File: src/rtl/pkt_uart_tx_pkg.sv
package pkt_uart_tx_pkg;

    typedef enum logic [2:0] {
        ST_IDLE,
        ST_LEAD,
        ST_START,
        ST_DATA,
        ST_PAR,
        ST_STOP,
        ST_GAP
    } tx_state_e;

    // Configuration fields; bit positions are the mode word layout.
    typedef struct packed {
        logic [7:0] gap;       // [17:10] packet gap in bit times
        logic       gap_x4;    // [9]
        logic       stop2;     // [8]
        logic       par_odd;   // [7]
        logic       par_en;    // [6]
        logic       de_auto;   // [5]
        logic       de_manual; // [4]
        logic [3:0] de_lead;   // [3:0] clocks of driver lead
    } mode_t;

    localparam int MODE_W = $bits(mode_t);
    localparam logic [31:0] CLEAR_CMD = 32'h8001_0000;

endpackage

File: src/rtl/pkt_uart_fifo.sv
module pkt_uart_fifo #(
    parameter int W     = 8,
    parameter int DEPTH = 16,
    localparam int AW   = $clog2(DEPTH),
    localparam int LW   = $clog2(DEPTH + 1)
) (
    input  logic          clk,
    input  logic          rst_n,
    input  logic          clr,
    input  logic          push,
    input  logic [W-1:0]  din,
    input  logic          pop,
    output logic [W-1:0]  dout,
    output logic          empty,
    output logic          full,
    output logic [LW-1:0] level
);

    typedef struct packed {
        logic [AW-1:0] rd;
        logic [AW-1:0] wr;
        logic [LW-1:0] lvl;
    } ptr_t;

    ptr_t         ptr_d, ptr_q;
    logic [W-1:0] mem [DEPTH];
    logic         do_push, do_pop;

    assign empty = (ptr_q.lvl == '0);
    assign full  = (ptr_q.lvl == LW'(DEPTH));
    assign level = ptr_q.lvl;
    assign dout  = mem[ptr_q.rd];

    always_comb begin
        ptr_d   = ptr_q;
        do_push = push && !full && !clr;
        do_pop  = pop && !empty && !clr;
        if (clr) begin
            ptr_d = '0;
        end else begin
            if (do_push) ptr_d.wr = (ptr_q.wr == AW'(DEPTH - 1)) ? '0 : ptr_q.wr + 1'b1;
            if (do_pop)  ptr_d.rd = (ptr_q.rd == AW'(DEPTH - 1)) ? '0 : ptr_q.rd + 1'b1;
            ptr_d.lvl = ptr_q.lvl + LW'(do_push) - LW'(do_pop);
        end
    end

    always_ff @(posedge clk) begin
        if (!rst_n) ptr_q <= '0;
        else        ptr_q <= ptr_d;
    end

    always_ff @(posedge clk) begin
        if (do_push) mem[ptr_q.wr] <= din;
    end

    a_r9_level_bound: assert property (@(posedge clk) disable iff (!rst_n)
        ptr_q.lvl <= LW'(DEPTH));

endmodule

File: src/rtl/pkt_uart_baud.sv
module pkt_uart_baud #(
    parameter int DW = 16
) (
    input  logic          clk,
    input  logic          rst_n,
    input  logic          clr,
    input  logic [DW-1:0] div,
    output logic          tick
);

    logic [DW:0] cnt_d, cnt_q;
    logic        last;

    always_comb begin
        last  = ({1'b0, cnt_q} + 1'b1) >= {1'b0, div};
        tick  = last && !clr;
        cnt_d = (clr || last) ? '0 : cnt_q + 1'b1;
    end

    always_ff @(posedge clk) begin
        if (!rst_n) cnt_q <= '0;
        else        cnt_q <= cnt_d;
    end

    a_r2_tick_spacing: assert property (@(posedge clk) disable iff (!rst_n)
        (tick && div > DW'(1)) |=> !tick);

endmodule

File: src/rtl/pkt_uart_engine.sv
module pkt_uart_engine
    import pkt_uart_tx_pkg::*;
#(
    parameter int LEN_W = 8
) (
    input  logic             clk,
    input  logic             rst_n,
    input  logic             abort,
    input  mode_t            mode,
    input  logic             tick,
    input  logic             len_empty,
    input  logic [LEN_W-1:0] len_head,
    input  logic [7:0]       byte_head,
    output logic             len_pop,
    output logic             byte_pop,
    output logic             baud_clr,
    output logic             busy,
    output logic             txd,
    output logic             drv_en
);

    typedef struct packed {
        tx_state_e        st;
        logic [3:0]       lead;
        logic [LEN_W-1:0] left;
        logic [7:0]       sh;
        logic             par;
        logic [2:0]       bitn;
        logic             stop_b;
        logic [9:0]       gap;
    } eng_t;

    eng_t       r_d, r_q;
    logic [9:0] gap_total;

    assign gap_total = mode.gap_x4 ? {mode.gap, 2'b00} : {2'b00, mode.gap};

    always_comb begin
        r_d      = r_q;
        len_pop  = 1'b0;
        byte_pop = 1'b0;
        if (abort) begin
            r_d.st = ST_IDLE;
        end else begin
            unique case (r_q.st)
                ST_IDLE: if (!len_empty) begin
                    len_pop  = 1'b1;
                    r_d.left = len_head;
                    r_d.lead = mode.de_lead;
                    if (mode.de_lead == 4'd0) begin
                        byte_pop = 1'b1;
                        r_d.st   = ST_START;
                    end else begin
                        r_d.st   = ST_LEAD;
                    end
                end
                ST_LEAD: begin
                    if (r_q.lead == 4'd1) begin
                        byte_pop = 1'b1;
                        r_d.st   = ST_START;
                    end
                    r_d.lead = r_q.lead - 1'b1;
                end
                ST_START: if (tick) begin
                    r_d.st   = ST_DATA;
                    r_d.bitn = '0;
                end
                ST_DATA: if (tick) begin
                    r_d.sh   = {1'b0, r_q.sh[7:1]};
                    r_d.bitn = r_q.bitn + 1'b1;
                    if (r_q.bitn == 3'd7) begin
                        r_d.st     = mode.par_en ? ST_PAR : ST_STOP;
                        r_d.stop_b = 1'b0;
                    end
                end
                ST_PAR: if (tick) begin
                    r_d.st     = ST_STOP;
                    r_d.stop_b = 1'b0;
                end
                ST_STOP: if (tick) begin
                    if (mode.stop2 && !r_q.stop_b) begin
                        r_d.stop_b = 1'b1;
                    end else if (r_q.left > LEN_W'(1)) begin
                        r_d.left = r_q.left - 1'b1;
                        byte_pop = 1'b1;
                        r_d.st   = ST_START;
                    end else begin
                        r_d.gap = gap_total;
                        r_d.st  = (gap_total == '0) ? ST_IDLE : ST_GAP;
                    end
                end
                ST_GAP: if (tick) begin
                    r_d.gap = r_q.gap - 1'b1;
                    if (r_q.gap == 10'd1) r_d.st = ST_IDLE;
                end
                default: r_d.st = ST_IDLE;
            endcase
            if (byte_pop) begin
                r_d.sh  = byte_head;
                r_d.par = (^byte_head) ^ mode.par_odd;
            end
        end
    end

    always_ff @(posedge clk) begin
        if (!rst_n) r_q <= '0;
        else        r_q <= r_d;
    end

    always_comb begin
        unique case (r_q.st)
            ST_START: txd = 1'b0;
            ST_DATA:  txd = r_q.sh[0];
            ST_PAR:   txd = r_q.par;
            default:  txd = 1'b1;
        endcase
        busy     = (r_q.st != ST_IDLE);
        baud_clr = (r_q.st == ST_IDLE) || (r_q.st == ST_LEAD);
        drv_en   = mode.de_manual ||
                   (mode.de_auto && r_q.st != ST_IDLE && r_q.st != ST_GAP);
    end

    a_r2_idle_line_high: assert property (@(posedge clk) disable iff (!rst_n)
        !busy |-> txd);
    a_r7_drive_covers_start: assert property (@(posedge clk) disable iff (!rst_n)
        (mode.de_auto && !txd) |-> drv_en);
    a_r5_pickup: assert property (@(posedge clk) disable iff (!rst_n)
        (!busy && !len_empty && !abort) |=> busy);

endmodule

File: src/rtl/pkt_uart_tx.sv
module pkt_uart_tx
    import pkt_uart_tx_pkg::*;
#(
    parameter int DATA_DEPTH = 64,
    parameter int LEN_DEPTH  = 16,
    parameter int LEN_W      = 8,
    parameter int DIV_W      = 16
) (
    input  logic             clk,
    input  logic             rst_n,
    input  logic [DIV_W-1:0] div_i,
    input  logic             mode_wr_i,
    input  logic [31:0]      mode_wdata_i,
    input  logic             data_push_i,
    input  logic [7:0]       data_i,
    input  logic             len_push_i,
    input  logic [LEN_W-1:0] len_i,
    output logic [31:0]      status_o,
    output logic             txd_o,
    output logic             drv_en_o
);

    localparam int DLW = $clog2(DATA_DEPTH + 1);
    localparam int LLW = $clog2(LEN_DEPTH + 1);

    typedef struct packed {
        mode_t mode;
        logic  err;
    } ctl_t;

    ctl_t             c_d, c_q;
    logic             clr, len_ok;
    logic             len_empty, len_full, len_pop;
    logic [LEN_W-1:0] len_head;
    logic [LLW-1:0]   len_lvl;
    logic             dat_empty, dat_full, dat_pop;
    logic [7:0]       dat_head;
    logic [DLW-1:0]   dat_lvl;
    logic             tick, baud_clr, busy;

    assign clr    = mode_wr_i && (mode_wdata_i == CLEAR_CMD);
    assign len_ok = len_push_i && (len_i != '0);

    always_comb begin
        c_d = c_q;
        if (clr) begin
            c_d.err = 1'b0;
        end else begin
            if (mode_wr_i) c_d.mode = mode_t'(mode_wdata_i[MODE_W-1:0]);
            if (len_push_i && (len_i == '0 || len_full)) c_d.err = 1'b1;
        end
    end

    always_ff @(posedge clk) begin
        if (!rst_n) c_q <= '0;
        else        c_q <= c_d;
    end

    pkt_uart_fifo #(.W(8), .DEPTH(DATA_DEPTH)) u_data_q (
        .clk(clk), .rst_n(rst_n), .clr(clr),
        .push(data_push_i), .din(data_i), .pop(dat_pop),
        .dout(dat_head), .empty(dat_empty), .full(dat_full), .level(dat_lvl)
    );

    pkt_uart_fifo #(.W(LEN_W), .DEPTH(LEN_DEPTH)) u_len_q (
        .clk(clk), .rst_n(rst_n), .clr(clr),
        .push(len_ok), .din(len_i), .pop(len_pop),
        .dout(len_head), .empty(len_empty), .full(len_full), .level(len_lvl)
    );

    pkt_uart_baud #(.DW(DIV_W)) u_baud (
        .clk(clk), .rst_n(rst_n), .clr(baud_clr), .div(div_i), .tick(tick)
    );

    pkt_uart_engine #(.LEN_W(LEN_W)) u_eng (
        .clk(clk), .rst_n(rst_n), .abort(clr), .mode(c_q.mode), .tick(tick),
        .len_empty(len_empty), .len_head(len_head), .byte_head(dat_head),
        .len_pop(len_pop), .byte_pop(dat_pop), .baud_clr(baud_clr),
        .busy(busy), .txd(txd_o), .drv_en(drv_en_o)
    );

    always_comb begin
        status_o        = '0;
        status_o[17:0]  = c_q.mode;
        status_o[18]    = busy;
        status_o[19]    = c_q.err;
        status_o[20]    = !dat_empty;
        status_o[25:21] = 5'(len_lvl);
    end

    a_r11_clear_flushes: assert property (@(posedge clk) disable iff (!rst_n)
        clr |=> (status_o[25:18] == 8'd0 && txd_o));
    a_r10_zero_length_flags: assert property (@(posedge clk) disable iff (!rst_n)
        (len_push_i && len_i == '0 && !clr) |=> status_o[19]);
    a_r10_error_sticky: assert property (@(posedge clk) disable iff (!rst_n)
        (status_o[19] && !clr) |=> status_o[19]);

endmodule

File: config.mk
export PLATFORM = sky130hd
export DESIGN_NAME = pkt_uart_tx
export DESIGN_NICKNAME = d
export VERILOG_FILES = /design/src/rtl/pkt_uart_tx_pkg.sv /design/src/rtl/pkt_uart_fifo.sv /design/src/rtl/pkt_uart_baud.sv /design/src/rtl/pkt_uart_engine.sv /design/src/rtl/pkt_uart_tx.sv
export SDC_FILE = /design/constraint.sdc
export NUM_CORES = 1
export LEC_CHECK = 0
export ABC_AREA = 1
export BUFFER_PORTS_ARGS = -buffer_cell sky130_fd_sc_hd__buf_2
export CORE_ASPECT_RATIO = 0.5
export CORE_MARGIN = 4
export CORE_UTILIZATION = 40
export CTS_BUF_LIST = sky130_fd_sc_hd__clkbuf_16
export CTS_CLUSTER_SIZE = 12
export DETAILED_ROUTE_END_ITERATION = 10
export PLACE_DENSITY_LB_ADDON = 0.3
export SYNTH_ARGS = -nofsm -noshare
export SYNTH_HDL_FRONTEND = slang
export SYNTH_HIERARCHICAL = 1
export SYNTH_SLANG_ARGS = --single-unit
File: constraint.sdc
create_clock -name clk -period 6.2 [get_ports clk]
set_clock_uncertainty 0.1 [all_clocks]
set_input_delay 0.93 -clock clk [delete_from_list [all_inputs] [get_ports clk]]
set_output_delay 0.93 -clock clk [all_outputs]
set_load 0.005 [all_outputs]
==> impl.org, run 1 <==
** Run status
- Run status :: completed

** Routing
- The pre-antenna-repair detailed-routing pass consisted of 6 iterations.
- Detail Route met3 WL :: roughly 5.0 mm
- The highest metal layer carrying signal wires in the routed design is met4.
- DRT antenna net count :: 0
- Post-DR wirelength/cell :: ~18 microns
- Dividing the detail-routed via count by the number of cells gives around 5.1.
- For this run, design rule violations remaining after detail routing come to 0.
- For this block, the initial DRC count from the detailed router was 1908.
- Vias after detailed routing :: between 20000 and 25000
- In the detailed route, the total length drawn on met2 is 39.0 mm.
- For this block, wires on met1 add up to 35.8 mm.
- For this block, the routed nets add up to slightly above 80 mm of wire.

** Placement
- Summing all placed instances gives a cell area of 35200 sq um.
- HPWL Detailed :: slightly below 50 mm
- Input and output buffers added on the ports amount to 96.
- Final RePlAce weighted congestion :: around 0.85
- Dpl cells :: between 4000 and 5000

** Setup path
- Critical Path Fanout Max :: 9
- STA classifies the critical path startpoint as a flip-flop.
- Dominant delay contributor by cell family on the critical path :: simple AND/OR/NAND/NOR gates
- On the critical path, the stage with the largest delay is an instance of sky130_fd_sc_hd__dfxtp_1.
- Buffers plus inverters on the worst setup path :: 5
- The worst setup path is captured at a flip-flop.
- Stage delay of the slowest cell on the critical path :: 440 ps
- Data on the critical path is required at its endpoint by ~6700 ps.
- Arrival @ worst endpoint :: 5880 ps
- By startpoint and endpoint, the worst setup path is classified as reg2reg.

** Layout
- Number of nets in the final layout :: 3593
- Fraction of final layout cells with drive strength greater than 1 :: 0.0945
- Layout area overhead :: 9.16%
- Final standard cell count with taps included and fillers excluded :: around 4600
- Diodes inserted :: 0
- Post-route cell area :: around 37000 sq um

** Clock tree
- Post-CTS setup repair buffer count :: 0
- Buffers from clock root to sink, at most :: 3
- Total clock sinks :: about 760
- Total of hold buffers inserted after clock tree synthesis :: 0
- Root Buffer Master :: sky130_fd_sc_hd__clkbuf_16
- TritonCTS built the clock tree.
- The later pin in the worst-skew pair is clocked with a latency of about 630 ps.
- Inserted Clock Buffers :: 75
- After clock tree synthesis, the clock-pin slew on the worst setup and hold paths is 60 ps.
- Resized cells post-CTS :: 0
- Htree depth :: 3

** STA
- Highest clock frequency the design can meet :: between 0.15 and 0.2 GHz
- Post-layout min period :: 5420 ps
- The number of failing hold endpoints at the final stage is 0.
- Adding up every negative setup slack in the final design gives 0 ps.
- Setup repair after global routing left no endpoint under its margin.
- Setup violations remaining at the end of the flow were counted as 0.
- Slew at the pin with the worst max-slew slack :: between 1000 and 1500 ps
- Final period utilization :: 0.875
- Rel. slew slack :: 0.142
- The number of slew-limit violations in the final report is 0.

** Global route
- Wire length of the first global-routing pass :: ~130 mm
- Total congestion overflow after global routing :: 0
- Via count of the first global-routing pass :: 22500
- Global router's overall resource usage :: 0.177
- Pin count of the biggest net entering global routing :: 177
- Number of antenna violations at the first check in global routing :: 0

** Synth
- The cell count after synthesis came out at between 3000 and 4000.
- For this run, the number of Yosys warnings is 6.
- In this run the cell area of the synthesized design comes to ~34000 sq um.
- The average instance in the mapped netlist occupies around 10 sq um.

** Floorplan
- Site row count :: 75
- Horizontal extent of the die :: around 420 microns
- Full die area :: 90800 sq um
- The region available for standard cell placement spans approximately 84000 sq um.
- Overall die height :: 215 microns
- Top-level port count :: between 100 and 150
- The initial utilization of the core area, before any placement, comes to 0.407.

** Worst hold path
- Type of the most critical hold path :: reg2reg

** Pwr
- The analysis attributes to cell leakage a power of between 10 and 15 nW.
- Total power density per cell area :: around 360 nW/um^2
- VDD sags by at most roughly 0.23 mV.

** Flow run
- Max-cap viol count :: 0
[cell usage in the layout, fill, tap and decap left out, drive strengths merged]
| cell type | instances |
|---|---|
| edfxtp | 640 |
| dfxtp | 116 |
| o22ai | 1 |
| inv | 269 |
| a211oi | 1 |
| a311oi | 1 |
| conb | 7 |
| o221ai | 1 |
| nand4 | 16 |
| xor2 | 19 |
| ha | 47 |
| buf | 124 |
| o21ai | 56 |
| fa | 2 |
| or2 | 18 |
| a21boi | 1 |
| nor3 | 6 |
| a31oi | 2 |
| clkbuf | 78 |
| o211ai | 2 |
| nor2 | 314 |
| xnor2 | 9 |
| nand3 | 611 |
| o21a | 2 |
| o21bai | 2 |
| bufinv | 2 |
| nand3b | 3 |
| a21o | 1 |
| nand2 | 1089 |
| a31o | 2 |
| clkinv | 8 |
| a21oi | 65 |
[flip-flops by register name (all words and copies together), names as in the netlist, named ones only]
register        flops
status_o           19
u_baud/cnt_q       17
u_data_q/level      7
u_data_q/mem      512
u_data_q/ptr_q     12
u_eng/r_q          38
u_len_q/level       5
u_len_q/mem       128
u_len_q/ptr_q       8
[worst paths after layout]
kind                                   start                            to  slack, ps  cells past startpoint
setup reg to reg  u_baud/cnt_q[0]$_SDFF_PP0_  u_data_q/level[4]$_SDFF_PP0_        780                     31
hold / removal    u_eng/r_q[10]$_SDFFE_PN0P_    u_eng/r_q[10]$_SDFFE_PN0P_        360                      2
hold reg to reg   u_eng/r_q[10]$_SDFFE_PN0P_    u_eng/r_q[10]$_SDFFE_PN0P_        360                      2
setup / recovery  u_baud/cnt_q[0]$_SDFF_PP0_  u_data_q/level[4]$_SDFF_PP0_        780                     31
[stage by stage]
step | utilization | hold slack, ps | power (mW) | worst slack (ps)
final | 0.444 | 362 | 13.3 | 776
after global routing | 0.444 | 383 | 14.1 | 227
after CTS | 0.444 | 361 | 13.4 | 779
after detailed placement | 0.418 | 352 | 9.21 | 825
after global placement | 0.418 | 341 | 9.16 | 878
after floorplan | - | 331 | 8.51 | 1570
[area by class of cell]
| class | count | area [sq um] |
|---|---|---|
| tap | 1116 | 1400 |
| timing repair buffer | 124 | 716 |
| multi-input combinational | 2278 | 10700 |
| clock buffer | 78 | 1950 |
| sequential | 756 | 21600 |
| inverter | 240 | 911 |
| fill | 7933 | 46900 |
| clock inverter | 39 | 245 |
[report_power, final]
group	internal, mW	switching, mW	leakage (nW)
clock	2.34	1.86	1.17
sequential	5.70	0.194	6.71
combinational	0.986	2.22	6.68
[routing by layer]
metal,GRT usage,up-vias
met5,0,-
met4,0.0485,0
met3,0.0282,120
met2,0.293,689
met1,0.242,11400
li1,-,11600
[tightest hold or removal path, stage by stage, from the launching register on]
cell                      delay [ps]
sky130_fd_sc_hd__dfxtp_1         300
sky130_fd_sc_hd__inv_1            60
sky130_fd_sc_hd__a21oi_1          60
(Power assumes the default switching activity.)
==> inputs of run 2 (changes only) <==
Settings changed: ABC_AREA 1 to 0, CTS_BUF_LIST sky130_fd_sc_hd__clkbuf_16 to sky130_fd_sc_hd__clkbuf_8.
==> run 2 against run 1 <==
  * Sequential power is 0.7% lower
  * Largest power group unchanged
  * Non-clock buffer count is 10 higher
  * Count of clock-buffer cells in the layout is 41 higher
==> impl.org, run 2 <==
** Synth
- Average cell area after synthesis :: 16.1 sq um (was 9.97 sq um)
- Post-synthesis instance area :: 32000 sq um (was 34300 sq um)
- The number of warnings printed during yosys synthesis was 6 (unchanged).
- The cell count after synthesis came to 1989 (was 3440).

** Pwr
- Psw :: 3.31 mW (was 4.28 mW)
- The leakage power total came to 11.7 nW (was 14.6 nW).
- Power share of the clock group :: 0.314 (was 0.316)
- The switching power as a share of total power was 0.278 (was 0.321).
- Total power density per cell area :: 336 nW/um^2 (was 355 nW/um^2)
- Overall Power :: 11.9 mW (was 13.3 mW)
- Flop pwr share :: 0.492 (was 0.443)
- The worst-case vdd ir drop was 0.166 mV (was 0.232 mV).
- Internal power summed over all cells :: 8.60 mW (was 9.03 mW)
- Fraction of power consumed by combinational cells :: 0.194 (was 0.241)

** Layout
- The final net count was 2245 (was 3593).
- Layout area overhead :: 10.8% (was 9.16%)
- Registers with the highest flip-flop counts :: u_data_q/mem x512, u_len_q/mem x128, u_eng/r_q x38 (unchanged)
- Flip-flop count of the largest register after layout :: 512 (unchanged)
- Utilization of the core after routing :: 0.447 (was 0.444)
- The most frequent standard cell in the layout excluding fill and tap cells is sky130_fd_sc_hd__edfxtp_1 (was sky130_fd_sc_hd__nand2_1).
- Final standard cell count with taps included and fillers excluded :: 3264 (was 4631)
- Highest-count cells in the layout ignoring fill and taps: 640 x sky130_fd_sc_hd__edfxtp_1, 148 x sky130_fd_sc_hd__nor2_1, 140 x sky130_fd_sc_hd__nand2_1, 130 x sky130_fd_sc_hd__mux4_2, 119 x sky130_fd_sc_hd__clkbuf_8 (was 1080 x sky130_fd_sc_hd__nand2_1, 640 x sky130_fd_sc_hd__edfxtp_1, 595 x sky130_fd_sc_hd__nand3_1, 268 x sky130_fd_sc_hd__nor2_1, 245 x sky130_fd_sc_hd__inv_1).
- The register with the most flip-flops is u_data_q/mem (unchanged).
- The proportion of layout cells with a drive suffix above 1 is 0.210 (was 0.0945).

** Routing
- The wire length reported by the detailed router was 70.7 mm (was 81.6 mm).
- Post-detailed-route DRC marker count :: 0 (unchanged)
- The per-cell routed wire length was 21.7 microns (was 17.6 microns).
- DRT antenna net count :: 0 (unchanged)
- The violation count after the first detailed-routing iteration came to 1522 (was 1908).
- Via density per instance :: 5.44 (was 5.14)
- The via count of the routed design came to 17700 (was 23800).
- Pre-Repair DR Iteration Count :: 5 (was 6)

** Setup path
- Critical Path Fanout Max :: 4 (was 9)
- RR Startpoint :: u_baud/cnt_q[0]$_SDFF_PP0_ (unchanged)
- The capturing element type of the critical path is a flip-flop (unchanged).
- R2R setup slack :: 670 ps (was 780 ps)
- Critical Path RT :: 6660 ps (was 6650 ps)
- Critical setup path kind :: reg2reg (unchanged)
- Startpoint of the most critical setup path :: u_baud/cnt_q[0]$_SDFF_PP0_ (unchanged)
- Arrival @ worst endpoint :: 5990 ps (was 5880 ps)
- The critical register-to-register path endpoint is u_data_q/level[6]$_SDFF_PP0_ (was u_data_q/level[4]$_SDFF_PP0_).
- The type of element launching the critical path is a flip-flop (unchanged).
- Path depth of the worst reg2reg path :: 27 (was 31)

** Clock tree
- Htree depth :: 3 (unchanged)
- The number of hold buffers added after cts came to 0 (unchanged).
- The number of buffers added by the clock tree synthesis step was 111 (was 75).
- The library cell used as clock root buffer was sky130_fd_sc_hd__clkbuf_8 (was sky130_fd_sc_hd__clkbuf_16).
- The buffers inserted during post-CTS setup optimization was 0 (unchanged).
- Resized cells post-CTS :: 0 (unchanged)
- The clock network latency to the later pin of the worst-skew pair came to 730 ps (was 630 ps).
- The clock tree buffer depth is 3 (unchanged).
- TritonCTS clock tree :: yes (unchanged)
- Clock transition at the registers of the reported paths :: 60 ps (about the same)
- The number of sinks handled by clock tree synthesis was 756 (unchanged).

** STA
- Setup TNS :: 0 ps (unchanged)
- Post-layout min period :: 5530 ps (was 5420 ps)
- The transition at the pin with the smallest max-transition slack is 1170 ps (was 1280 ps).
- Highest clock frequency the design can meet :: 0.181 GHz (was 0.184 GHz)
- The worst slew slack as a fraction of its limit came to 0.218 (was 0.142).
- Final-layout worst hold slack :: 360 ps (was 362 ps)
- The final critical-path share of the clock period is 0.891 (was 0.875).
- Unrepaired setup endpoints after global routing :: false (unchanged)
- Pins over their slew limit :: 0 (unchanged)
- The number of failing hold endpoints at the final stage came to 0 (unchanged).
- Final number of setup-violating endpoints :: 0 (unchanged)

** Floorplan
- The chip height came to 208 microns (was 215 microns).
- Core footprint :: 79400 sq um (was 84400 sq um)
- The initial cell density of the core came to 0.404 (was 0.407).
- Top-level port count :: 103 (unchanged)
- The x dimension of the die came to 408 microns (was 422 microns).
- The row count came to 73 (was 75).
- Full die area :: 85000 sq um (was 90800 sq um)

** Global route
- The via count of the first global-routing pass is 17800 (was 22500).
- The total congestion overflow came to 0 (unchanged).
- Global router's overall resource usage :: 0.165 (was 0.177)
- The global-route wire length before repair was 109 mm (was 128 mm).
- Number of antenna violations at the first check in global routing :: 2 (was 0)
- The pin count of the biggest net entering global routing came to 65 (was 177).

** Worst hold path
- The end of the worst hold path was u_eng/r_q[12]$_SDFFE_PN0P_ (was u_eng/r_q[10]$_SDFFE_PN0P_).
- The worst hold path depth came to 2 (unchanged).
- Type of the most critical hold path :: reg2reg (unchanged)
- The start point of the worst hold path is u_eng/r_q[12]$_SDFFE_PN0P_ (was u_eng/r_q[10]$_SDFFE_PN0P_).

** Placement
- Input/output buffers :: 96 (unchanged)
- Dpl cells :: 3064 (was 4514)
- The final weighted congestion of routability-driven global placement is 0.789 (was 0.854).
- The HPWL after detailed placement came to 43.9 mm (was 48.9 mm).

** Flow run
- Max-cap viol count :: 0 (unchanged)

** Run status
- Run status: completed (unchanged).
-- run 2: layer usage --
metal | global-route usage | share of wire
met3 | 0.0365 | 0.054
met4 | 0.0446 | 0.021
met1 | 0.227 | 0.44
met2 | 0.266 | 0.48
met5 | 0 | 0
-- run 2: final cells by class --
class	instances	area (sq um)
repair buffers	134	791
well taps	1050	1310
inverters	55	206
clock buffers	119	1640
clock inverters	80	412
flip-flops and latches	756	21600
multi-input cells	1069	9590
diodes	1	2.50
fillers	6907	43900
-- run 2: stage by stage --
| stage | instance area [sq um] | worst slack (ps) |
|---|---|---|
| after global placement | 33400 | 418 |
| after global routing | 35500 | 47.8 |
| after floorplan | 32100 | 1090 |
| after detailed placement | 33400 | 360 |
| after CTS | 35500 | 311 |
| final | 35500 | 674 |
-- run 2: worst max path at each step --
stage	to	slack, ps	cells after the start
after floorplan	u_data_q/level[6]$_SDFF_PP0_	1090	18
after global placement	u_data_q/level[6]$_SDFF_PP0_	420	26
after detailed placement	u_data_q/level[6]$_SDFF_PP0_	360	26
after CTS	u_data_q/level[6]$_SDFF_PP0_	310	26
after global routing	u_data_q/level[6]$_SDFF_PP0_	50	27
final	u_data_q/level[6]$_SDFF_PP0_	670	27
-- run 2: worst max-delay path, cell delays in order (launching register included) --
cell                       delay, ps
sky130_fd_sc_hd__dfxtp_1         380
sky130_fd_sc_hd__ha_1            250
sky130_fd_sc_hd__nand2_1         140
sky130_fd_sc_hd__nor2_1          230
sky130_fd_sc_hd__nand3_1         120
sky130_fd_sc_hd__xnor2_1         160
sky130_fd_sc_hd__ha_1            270
sky130_fd_sc_hd__nand2_1          90
sky130_fd_sc_hd__nor3_2          300
sky130_fd_sc_hd__a41oi_2         220
sky130_fd_sc_hd__o211a_1         200
sky130_fd_sc_hd__a21oi_2         220
sky130_fd_sc_hd__nand3_1         170
sky130_fd_sc_hd__o31a_1          320
sky130_fd_sc_hd__nor2_1          140
sky130_fd_sc_hd__o21ai_0         140
sky130_fd_sc_hd__nor2_2          200
sky130_fd_sc_hd__ha_1            260
sky130_fd_sc_hd__inv_1            60
sky130_fd_sc_hd__ha_1            160
sky130_fd_sc_hd__inv_1            60
sky130_fd_sc_hd__fa_1            370
sky130_fd_sc_hd__nand2b_1        170
sky130_fd_sc_hd__a21oi_1         180
sky130_fd_sc_hd__o21ai_0         120
sky130_fd_sc_hd__a21oi_1         170
sky130_fd_sc_hd__or3_1           120
sky130_fd_sc_hd__a21oi_1          60
-- run 2: power groups by stage --
stage,logic (mW),clock network [mW],registers [mW]
after CTS,2.33,3.86,5.86
final,2.31,3.75,5.86
after global placement,2.30,0,5.96
after floorplan,1.84,0,5.86
after global routing,2.54,4.11,5.89
after detailed placement,2.33,0,5.97
